[src/rtl/irqc_pkg.sv]
package irqc_pkg;

  localparam int SRC_COUNT = 6;

  typedef enum logic {
    CFG_ENABLE   = 1'b0,
    CFG_PRIORITY = 1'b1
  } cfg_target_e;

  typedef struct packed {
    logic hi;
    logic lo;
  } nest_state_t;

  function automatic logic [15:0] vector_of(input int idx, input int base, input int stride);
    int v;
    v = base + stride * idx;
    return v[15:0];
  endfunction

endpackage

[src/rtl/irqc_cfg_regs.sv]
module irqc_cfg_regs #(
  parameter int NUM_SRC  = 6,
  parameter int DATA_W   = 8,
  parameter int GLOB_BIT = 7
) (
  input  logic               clk,
  input  logic               rst,
  input  logic               we,
  input  logic               sel,
  input  logic [DATA_W-1:0]  wdata,
  output logic [NUM_SRC-1:0] src_en,
  output logic [NUM_SRC-1:0] src_pri,
  output logic               glob_en
);
  import irqc_pkg::*;

  cfg_target_e target;
  assign target = cfg_target_e'(sel);

  always_ff @(posedge clk) begin
    if (rst) begin
      src_en  <= '0;
      src_pri <= '0;
      glob_en <= 1'b0;
    end else if (we) begin
      case (target)
        CFG_ENABLE: begin
          src_en  <= wdata[NUM_SRC-1:0];
          glob_en <= wdata[GLOB_BIT];
        end
        CFG_PRIORITY: src_pri <= wdata[NUM_SRC-1:0];
        default: ;
      endcase
    end
  end
endmodule

[src/rtl/irqc_arbiter.sv]
module irqc_arbiter #(
  parameter int NUM_SRC = 6,
  localparam int IDX_W  = $clog2(NUM_SRC)
) (
  input  logic [NUM_SRC-1:0] pend,
  input  logic [NUM_SRC-1:0] pri,
  input  irqc_pkg::nest_state_t nest,
  output logic               win_valid,
  output logic [IDX_W-1:0]   win_idx,
  output logic               win_lvl
);
  logic [NUM_SRC-1:0] elig_hi;
  logic [NUM_SRC-1:0] elig_lo;
  logic               open_hi;
  logic               open_lo;

  assign open_hi = !nest.hi;
  assign open_lo = !nest.hi && !nest.lo;

  for (genvar i = 0; i < NUM_SRC; i++) begin : g_elig
    assign elig_hi[i] = pend[i] &&  pri[i] && open_hi;
    assign elig_lo[i] = pend[i] && !pri[i] && open_lo;
  end

  logic [IDX_W-1:0] idx_hi;
  logic [IDX_W-1:0] idx_lo;

  always_comb begin
    idx_hi = '0;
    idx_lo = '0;
    for (int i = NUM_SRC - 1; i >= 0; i--) begin
      if (elig_hi[i]) idx_hi = IDX_W'(i);
      if (elig_lo[i]) idx_lo = IDX_W'(i);
    end
  end

  always_comb begin
    if (|elig_hi) begin
      win_valid = 1'b1;
      win_idx   = idx_hi;
      win_lvl   = 1'b1;
    end else if (|elig_lo) begin
      win_valid = 1'b1;
      win_idx   = idx_lo;
      win_lvl   = 1'b0;
    end else begin
      win_valid = 1'b0;
      win_idx   = '0;
      win_lvl   = 1'b0;
    end
  end
endmodule

[src/rtl/irqc_nest_tracker.sv]
module irqc_nest_tracker (
  input  logic clk,
  input  logic rst,
  input  logic take,
  input  logic take_lvl,
  input  logic reti,
  output irqc_pkg::nest_state_t nest
);
  logic pop_hi;
  logic pop_lo;

  assign pop_hi = reti && nest.hi;
  assign pop_lo = reti && !nest.hi;

  always_ff @(posedge clk) begin
    if (rst) begin
      nest.hi <= 1'b0;
      nest.lo <= 1'b0;
    end else begin
      nest.hi <= (nest.hi && !pop_hi) || (take &&  take_lvl);
      nest.lo <= (nest.lo && !pop_lo) || (take && !take_lvl);
    end
  end
endmodule

[src/rtl/irq_vector_ctrl.sv]
module irq_vector_ctrl #(
  parameter int DATA_W     = 8,
  parameter int GLOB_BIT   = 7,
  parameter int VEC_W      = 16,
  parameter int VEC_BASE   = 3,
  parameter int VEC_STRIDE = 8,
  parameter logic [irqc_pkg::SRC_COUNT-1:0] AUTOCLR_MASK = 6'b001010,
  localparam int NUM_SRC   = irqc_pkg::SRC_COUNT,
  localparam int IDX_W     = $clog2(NUM_SRC)
) (
  input  logic               clk,
  input  logic               rst,
  input  logic               src_ext0,
  input  logic               src_tmr0,
  input  logic               src_ext1,
  input  logic               src_tmr1,
  input  logic               src_rx,
  input  logic               src_tx,
  input  logic               src_t2ovf,
  input  logic               src_t2ext,
  input  logic               cfg_we,
  input  logic               cfg_sel,
  input  logic [DATA_W-1:0]  cfg_wdata,
  input  logic               ack,
  input  logic               reti,
  output logic               irq_req,
  output logic               irq_level,
  output logic [VEC_W-1:0]   irq_vec,
  output logic [NUM_SRC-1:0] clr_pulse
);
  import irqc_pkg::*;

  logic [NUM_SRC-1:0] flags;
  logic [NUM_SRC-1:0] src_en;
  logic [NUM_SRC-1:0] src_pri;
  logic               glob_en;
  logic [NUM_SRC-1:0] pend;
  nest_state_t        nest;
  logic               nest_hi;
  logic               nest_lo;
  logic               win_valid;
  logic [IDX_W-1:0]   win_idx;
  logic               win_lvl;
  logic [IDX_W-1:0]   irq_idx;
  logic               take;

  assign flags = {src_t2ovf | src_t2ext, src_rx | src_tx,
                  src_tmr1, src_ext1, src_tmr0, src_ext0};
  assign pend    = flags & src_en & {NUM_SRC{glob_en}};
  assign take    = ack && irq_req;
  assign nest_hi = nest.hi;
  assign nest_lo = nest.lo;

  irqc_cfg_regs #(
    .NUM_SRC (NUM_SRC),
    .DATA_W  (DATA_W),
    .GLOB_BIT(GLOB_BIT)
  ) u_cfg (
    .clk    (clk),
    .rst    (rst),
    .we     (cfg_we),
    .sel    (cfg_sel),
    .wdata  (cfg_wdata),
    .src_en (src_en),
    .src_pri(src_pri),
    .glob_en(glob_en)
  );

  irqc_arbiter #(
    .NUM_SRC(NUM_SRC)
  ) u_arb (
    .pend     (pend),
    .pri      (src_pri),
    .nest     (nest),
    .win_valid(win_valid),
    .win_idx  (win_idx),
    .win_lvl  (win_lvl)
  );

  irqc_nest_tracker u_nest (
    .clk     (clk),
    .rst     (rst),
    .take    (take),
    .take_lvl(irq_level),
    .reti    (reti),
    .nest    (nest)
  );

  logic [NUM_SRC-1:0] take_onehot;
  for (genvar i = 0; i < NUM_SRC; i++) begin : g_clr
    assign take_onehot[i] = take && (irq_idx == IDX_W'(i)) && AUTOCLR_MASK[i];
  end

  always_ff @(posedge clk) begin
    if (rst) begin
      irq_req   <= 1'b0;
      irq_level <= 1'b0;
      irq_vec   <= '0;
      irq_idx   <= '0;
      clr_pulse <= '0;
    end else begin
      clr_pulse <= take_onehot;
      irq_req   <= win_valid && !take && !reti;
      if (win_valid) begin
        irq_idx   <= win_idx;
        irq_level <= win_lvl;
        irq_vec   <= VEC_W'(vector_of(int'(win_idx), VEC_BASE, VEC_STRIDE));
      end
    end
  end
endmodule

[config.mk]
export PLATFORM = sky130hd
export DESIGN_NAME = irq_vector_ctrl
export DESIGN_NICKNAME = d
export VERILOG_FILES = /design/src/rtl/irqc_pkg.sv /design/src/rtl/irqc_cfg_regs.sv /design/src/rtl/irqc_arbiter.sv /design/src/rtl/irqc_nest_tracker.sv /design/src/rtl/irq_vector_ctrl.sv
export SDC_FILE = /design/constraint.sdc
export NUM_CORES = 1
export LEC_CHECK = 0
export BUFFER_PORTS_ARGS = -buffer_cell sky130_fd_sc_hd__buf_2
export CORE_AREA = 3 3 67 57
export DETAILED_ROUTE_END_ITERATION = 7
export DIE_AREA = 0 0 70 60
export PLACE_DENSITY = 0.73
export SLEW_MARGIN = 10
export SYNTH_ARGS = -nofsm -noshare
export SYNTH_HDL_FRONTEND = slang
export SYNTH_SLANG_ARGS = --single-unit
export TNS_END_PERCENT = 30
[constraint.sdc]
create_clock -name clk -period 1.29 [get_ports clk]
set_input_delay 0.0645 -clock clk [delete_from_list [all_inputs] [get_ports clk]]
set_output_delay 0.0645 -clock clk [all_outputs]
set_load 0.01 [all_outputs]
### Yosys cells after proc, flatten, opt, wreduce, memory -nomap -nowiden

Index checks and enable logic that the tools add are counted.

| operators by class | value |
|---|---|
| add/subtract/negate cells | 1 |
| equal/unequal tests | 2 |
| mux-type cells | 17 |
| bitwise operators | 5 |
| reduce and logical (&&, ||, !) cells | 55 |

Operators by type and width:

| operator | count |
|---|---|
| two-way mux 3 bit | 14 |
| logical AND 1 bit | 36 |
| logical NOT 1 bit | 13 |
| bitwise AND 6 bit | 2 |
| OR reduction 6 bit | 2 |
| adder 2 x 6 -> 7 bit, first input constant | 1 |
| AND reduction 2 bit | 2 |
| equality test 3 x 1 -> 1 bit, second input constant | 1 |
| equality test 3 x 2 -> 1 bit, second input constant | 1 |
| two-way mux 1 bit | 3 |
| logical OR 1 bit | 2 |
| bitwise OR 1 bit | 2 |
| NOT 1 bit | 1 |

| storage, ports and cells | value |
|---|---|
| register bits | 42 |
| input port bits | 22 |
| output and inout bits | 24 |
| word-level logic and storage cells | 91 |

### Longest topological paths before layout

Gate-level depths: netlist (run 1).

| depth | value |
|---|---|
| word-level depth | 14 |
| depth in mapped cells | 6 |
| mapped depth without buffers | 5 |

### Cells and area by module

A second synthesis (run 1) with hierarchy kept.

| unflattened totals | value |
|---|---|
| cells, all modules | 146 |
| area, all modules | 1317.5 um^2 |

Modules (own cells, without submodules):

| module | times used | cells an instance | area each (um^2) | sequential area each (um^2) |
|---|---|---|---|---|
| irqc_cfg_regs | 1 | 53 | 564.3 | 260.2 |
| irq_vector_ctrl | 1 | 50 | 455.4 | 160.2 |
| irqc_arbiter | 1 | 34 | 217.7 | 0.0 |
| irqc_nest_tracker | 1 | 9 | 80.1 | 40.0 |

### Worst setup path before layout (run 1)

No wires, ideal clock.

| timing | value |
|---|---|
| kind | reg2reg |
| from | register u_nest.nest[1] (netlist name) |
| to | register irq_vec[1] |
| setup time | 0.132 ns |
| arrival time | 1.211 ns |
| required time | 1.158 ns |
| path slack | -0.053 ns |
| cell stages (with the launch flop) | 7 |
| clock period less this slack | 1.343 ns |
| cell sequence | dfxtp_1 > nand2b_4 > buf_12 > a21oi_2 > nor4_4 > and2_4 > a21oi_1 |

| on the way | value |
|---|---|
| cells in the longest elaborated chain, start to end | 6 |
| elaborated cells between the ends (all ways) | 18 |

Ends and longest elaborated chain:

| item | RTL line | text |
|---|---|---|
| logical NOT 1 bit (*) | irqc_arbiter.sv:17, irqc_arbiter.sv:18 |  |
| logical AND 1 bit | irqc_arbiter.sv:18 | `assign open_lo = !nest.hi && !nest.lo;` |
| logical AND 1 bit | irqc_arbiter.sv:22 | `assign elig_lo[i] = pend[i] && !pri[i] && open_lo;` |
| OR reduction 6 bit | irqc_arbiter.sv:42 | `end else if (\|elig_lo) begin` |
| two-way mux 1 bit | irqc_arbiter.sv:42 |  |
| two-way mux 1 bit (*) | irqc_arbiter.sv:38 | `if (\|elig_hi) begin` |
| to (signal assigned) | irq_vector_ctrl.sv:107 | `irq_vec <= VEC_W'(vector_of(int'(win_idx), VEC_BASE, VEC_STRIDE));` |
| to (decl) | irq_vector_ctrl.sv:28 | `output logic [VEC_W-1:0] irq_vec,` |

Mark *: on every way between the ends. The rest lies on a longest branch, timed or not.
A chain may end at the register's enable or synchronous reset.

### Worst setup path after layout (run 1)

| timing | value |
|---|---|
| from | register u_nest.nest[1] (netlist name) |
| to | register irq_vec[1] |

| on the way | value |
|---|---|
| cells in the longest elaborated chain, start to end | 6 |
| elaborated cells between the ends (all ways) | 18 |

Ends and longest elaborated chain:

| item | RTL line |
|---|---|
| logical NOT 1 bit (*) | irqc_arbiter.sv:17, irqc_arbiter.sv:18 |
| logical AND 1 bit | irqc_arbiter.sv:18 |
| logical AND 1 bit | irqc_arbiter.sv:22 |
| OR reduction 6 bit | irqc_arbiter.sv:42 |
| two-way mux 1 bit | irqc_arbiter.sv:42 |
| two-way mux 1 bit (*) | irqc_arbiter.sv:38 |

Marks and branches as above.

==> results of run 1 <==
[worst max-delay path: stages, from the launching register on]
cell      delay [ns]
dfxtp_2         0.36
nand2b_4        0.19
a21oi_2         0.06
nor4_4          0.34
and2_4          0.23
a21oi_2         0.05
[sequential cells by signal (all words and copies together) (netlist names)]
register,flops
u_cfg.src_en,6
u_cfg.src_pri,6
u_cfg.glob_en,1
irq_vec,1
u_nest.nest,2
irq_idx,3
clr_pulse,2
irq_req,1
irq_level,1
[power by group through the flow]
stage | sequential [µW] | combinational (µW) | clock [µW]
final | 754 | 199 | 441
after global routing | 759 | 224 | 492
after CTS | 752 | 195 | 459
after detailed placement | 767 | 185 | 0
after global placement | 766 | 184 | 0
after floorplan | 765 | 153 | 0
[repair_timing]
action                                 CTS  global route
endpoints found under the hold margin    1             0
setup endpoints to repair                5             6
cloned                                   1             0
pin swaps                                4             3
gates resized for setup                  4             6
buffers inserted                         1             0
hold buffers                             1             0
[cell families after synthesis]
logic type,Yosys count,share of synthesized area [%]
AO/OA/AOI/OAI,39,19.4
buffers and inverters,25,13.5
flip-flops,23,36.4
other,1,0.297
AND/OR/NAND/NOR,64,30.4
[routing by layer]
layer  share of wire [%]  wire [µm]  GRT usage [%]
met3                 5.3        151           4.37
met1                  46       1310           18.8
met2                  49       1400           23.8
met4                0.38         11           3.28
met5                   0          0              0
[how the worst max path moves through the flow]
stage                          startpoint         end  slack, ns
after floorplan            u_nest.nest[1]  irq_vec[1]      -0.03
after detailed placement  u_cfg.src_en[4]     irq_req      -0.09
final                      u_nest.nest[1]  irq_vec[1]      -0.04
after global routing       u_nest.nest[1]  irq_idx[1]      -0.10
after CTS                  u_nest.nest[1]  irq_vec[1]      -0.04
after global placement     u_nest.nest[1]     irq_req      -0.05
[final cells by class]
| type | count | area (µm²) | share of cell area, % |
|---|---|---|---|
| Clock buffer | 3 | 41.3 | 2.73 |
| Clock inverter | 1 | 5.00 | 0.331 |
| Inverter | 4 | 15.0 | 0.994 |
| Multi-Input combinational cell | 119 | 717 | 47.5 |
| Sequential cell | 23 | 467 | 30.9 |
| Tap cell | 40 | 50.0 | 3.31 |
| Timing Repair Buffer | 38 | 215 | 14.3 |
[layout by cell type (no fill, tap or decap), types with 2 or more instances in the layout]
| cell | count |
|---|---|
| conb_1 | 15 |
| dfxtp_2 | 5 |
| nor2b_1 | 2 |
| a21oi_2 | 3 |
| dfxtp_1 | 18 |
| buf_4 | 8 |
| or2_2 | 2 |
| nand3b_1 | 4 |
| o21ai_2 | 2 |
| nand2b_1 | 4 |
| nand3_1 | 12 |
| buf_2 | 29 |
| o21ai_1 | 3 |
| inv_1 | 3 |
| nor2_1 | 4 |
| a21oi_1 | 19 |
| nor3_4 | 2 |
| nand2_1 | 24 |
| clkbuf_8 | 3 |
[stage by stage]
stage	cells	total power, µW	TNS (ns)	hold WS (ns)	cell area, µm²
floorplan	166	918	-0.0880	0.136	1320
global placement	221	950	-0.158	0.267	1410
detailed placement	221	953	-0.288	0.272	1410
CTS	228	1410	-0.141	0.0303	1500
global route	228	1470	-0.400	0.0386	1510
finish	228	1390	-0.131	0.0365	1510
==> run metrics, run 1 <==
outcome=finished, violations left; violated checks=negative setup slack; ys flop type=dfxtp_1; Pwr per Cell Area=923 nW/µm²; Post-synth ARST share=0%; DR DRC count=0; H-tree levels=1; IO Pins=46; Core Util, Final=48.6%; initial antenna violation count=0; final hold vios=0; pre-CTS WS=-0.0896 ns; final setup fails=4; post-synthesis cell area=1260 µm²; Pint=1030 µW; clock network fraction of design power=31.6%; initial drt markers=42; Psw=367 µW; clk slew on worst S/H paths=0.07 ns; FF+latch count, synth=23; Commonest cells post-synth=24 x nand2_1, 23 x dfxtp_1, 20 x a21oi_1; largest net degree at the start of global routing=23; cell taking the most area after synthesis=dfxtp_1; Netlist cell types=39; number of synthesized flops with an enable pin=0; unrepaired setup endpoints after global routing=true; minimum clock period=1.33 ns; r2r worst-path depth=5; hold depth=3; fraction of layout instances using a drive strength above 1=35.1%; peak supply drop=0.616 mV; class of the worst hold path=input pin to flip-flop; WS Path Type=flip-flop to flip-flop; Final #Nets=211; TritonRoute pass-1 iters=4; vias in the first global route=1024; crit end category=flip-flop; final worst-path setup slack=-0.0403 ns; I/O Buffers=29; max_cap viols=0; starting density of the core=40.7%; Reg power frac=54.1%; switch share=26.3%; leakage=0.000625 µW; clock buffer depth=2; CTS root buf=clkbuf_8; fmax=752 MHz; capturing point of the worst reg2reg path=irq_vec[1]; worst hold start=cfg_wdata[7]; hpwl dp=2140 µm; critical path arrival=1.48 ns; register area share after synthesis=36.4%; fraction of the cycle the final worst path needs=103%; WHS Endpoint=u_cfg.glob_en; TritonCTS Buffers=3; CTS Sinks=23; type of element launching the critical path=flip-flop; Detailed Route WL=2870 µm; Layout area overhead=19.5%; synthesized instance count=152; final setup skew=0.00558 ns; Vias/cell=4.92; placement row count=18; final slew viol count=0; total congestion overflow=0; Clock Latency Late Sink=0.26 ns; DRT antenna net count=0; CORE AREA=3110 µm²; Layout fillers=326; reg-to-reg slack, setup=-0.04 ns; die area=4200 µm²; CTS tree=yes; die width=70 µm; Die Y=60 µm; Comb pwr share=14.3%; all-layer global routing usage=14.5%; Required @ worst endpoint=1.44 ns; first-pass GRT wire length=4750 µm; Synth top area share=36.4%; CP Max Fanout=5; via count=1122; RR Startpoint=u_nest.nest[1]; Antenna Cells=0; synth warn=0; mean post-synth cell area=8.31 µm²; most common cell in the netlist=nand2_1; DR WL/cell=12.6 µm; GP Congestion=0.799; Area contributors post-synth=dfxtp_1 36%, buf_4 9.5%, a21oi_1 7.9%
Note: power is estimated with default switching activity, not from simulation.
==> inputs of run 2 (changes only) <==
--- a/config.mk
+++ b/config.mk
@@ -9,6 +9,7 @@
 export CORE_AREA = 3 3 67 57
 export DETAILED_ROUTE_END_ITERATION = 7
 export DIE_AREA = 0 0 70 60
+export GPL_TIMING_DRIVEN = 0
 export PLACE_DENSITY = 0.73
 export SLEW_MARGIN = 10
 export SYNTH_ARGS = -nofsm -noshare
==> run metrics, run 2 (same netlist as run 1, synthesis figures left out) <==
final setup fails=6; Cell Area, Placed=1510 µm²; TritonRoute pass-1 iters=4; relative slew slack=63.0%; Pwr per Cell Area=885 nW/µm²; clock buffer depth=2; die area=4200 µm²; reg-to-reg slack, setup=-0.12 ns; WS Path Type=flip-flop to flip-flop; final slew viol count=0; minimum clock period=1.41 ns; largest net degree at the start of global routing=13; leakage=0.000683 µW; Detailed Route WL=2800 µm; Vias/cell=4.79; critical path's slowest cell=dfxtp_4; GP Congestion=0.776; total congestion overflow=0; type of element launching the critical path=flip-flop; CORE AREA=3110 µm²; DR DRC count=0; most common cell after layout, fill and taps aside=buf_2; max_cap viols=0; Finished Layout Cells=240; max incr delay on CP=0.36 ns; dpl cells=233; fmax=711 MHz; Clock Latency Late Sink=0.26 ns; Slew @ Worst Pin=0.555 ns; die width=70 µm; largest registers=u_cfg.src_en x6, u_cfg.src_pri x6, irq_idx x3; all-layer global routing usage=13.4%; Finished Cell Area=1600 µm²; clk slew on worst S/H paths=0.07 ns; fraction of layout instances using a drive strength above 1=35.5%; IO Pins=46; initial drt markers=59; DRT antenna net count=0; first-pass GRT wire length=4400 µm; Layout area overhead=26.9%; Layout fillers=328; via count=1149; outcome=finished, violations left; H-tree levels=1; most frequent cells in the layout=27 x buf_2, 24 x nand2_1, 22 x dfxtp_1; Antenna Cells=0; violated checks=negative setup slack; multi-input gate area in the final layout=727 µm²; DR WL/cell=11.7 µm; final hold vios=0; crit end category=flip-flop; hold slack=0.0364 ns; fraction of the cycle the final worst path needs=109%; pre-CTS WS=-0.154 ns; TritonCTS Buffers=3; Core Util, Final=51.6%; CTS tree=yes; CP Max Fanout=8; unrepaired setup endpoints after global routing=true; initial antenna violation count=0; worst path cell trace=nand2b_4 -> nor3_4 -> nor4_4 -> and2_4 -> a21oi_2; Final #Nets=223; peak supply drop=0.564 mV; I/O Buffers=27; vias in the first global route=996; class of the worst hold path=input pin to flip-flop; CTS root buf=clkbuf_8; Reg area=464 µm²; starting density of the core=40.7%; final setup skew=0.00405 ns; placement row count=18; critical path arrival=1.54 ns; CTS Sinks=23; Required @ worst endpoint=1.43 ns; final worst-path setup slack=-0.116 ns; hpwl dp=2140 µm; Die Y=60 µm
run 2: cell count changes in the layout (fill, tap and decap cells not counted), moves of 2 or more:
cell      before  now
o21ai_0        0    2
dfxtp_1       18   22
dfxtp_2        5    0
buf_4          8   19
clkbuf_1       0    5
buf_2         29   27
run 2: final timing paths:
path                          from               end  cells past startpoint
setup reg to reg    u_nest.nest[1]        irq_vec[1]                      5
hold reg to reg   u_cfg.src_pri[1]  u_cfg.src_pri[1]                      2
setup / recovery    u_nest.nest[1]        irq_vec[1]                      5
hold / removal        cfg_wdata[7]     u_cfg.glob_en                      3
run 2: timing repair:
action | CTS | global route
hold buffers | 1 | 0
pin swaps | 2 | 5
gates resized for setup | 1 | 7
buffers inserted | 1 | 2
endpoints found under the hold margin | 1 | 0
endpoints found under the setup margin | 5 | 6
run 2: area by class of cell:
cell class,instances,area share [%]
plain buffers,20,8.42
well taps,40,3.12
clock buffers,4,2.81
inverters,4,0.936
flip-flops and latches,23,28.9
multi-input cells,118,45.3
repair buffers,31,10.5
run 2: critical path, delay by kind of cell (launching register included):
| family | cells | cell delay [ns] |
|---|---|---|
| and+or+nand+nor | 4 | 0.86 |
| DFF | 1 | 0.36 |
| AOI/OAI and AO/OA | 1 | 0.05 |
run 2: through the flow:
step | power [µW] | TNS, ns
2_1_floorplan | 918 | -0.0880
3_3_place_gp | 982 | -0.539
3_5_place_dp | 984 | -0.609
4_1_cts | 1420 | -0.508
5_1_grt | 1500 | -0.750
6_report | 1420 | -0.459
run 2: where the power goes:
group	switching [µW]	total [µW]	leakage [µW]	internal [µW]
clock	223	443	0.0000228	220
combinational	124	226	0.000472	102
sequential	19.1	750	0.000188	731
total	366	1420	0.000683	1050
run 2: layer usage:
layer	track usage [%]	wire length, µm	up-vias
met5	0	0	-
met4	2.46	11	0
met3	4.71	160	2
met2	20.1	1270	26
met1	18.9	1350	528
li1	-	-	593
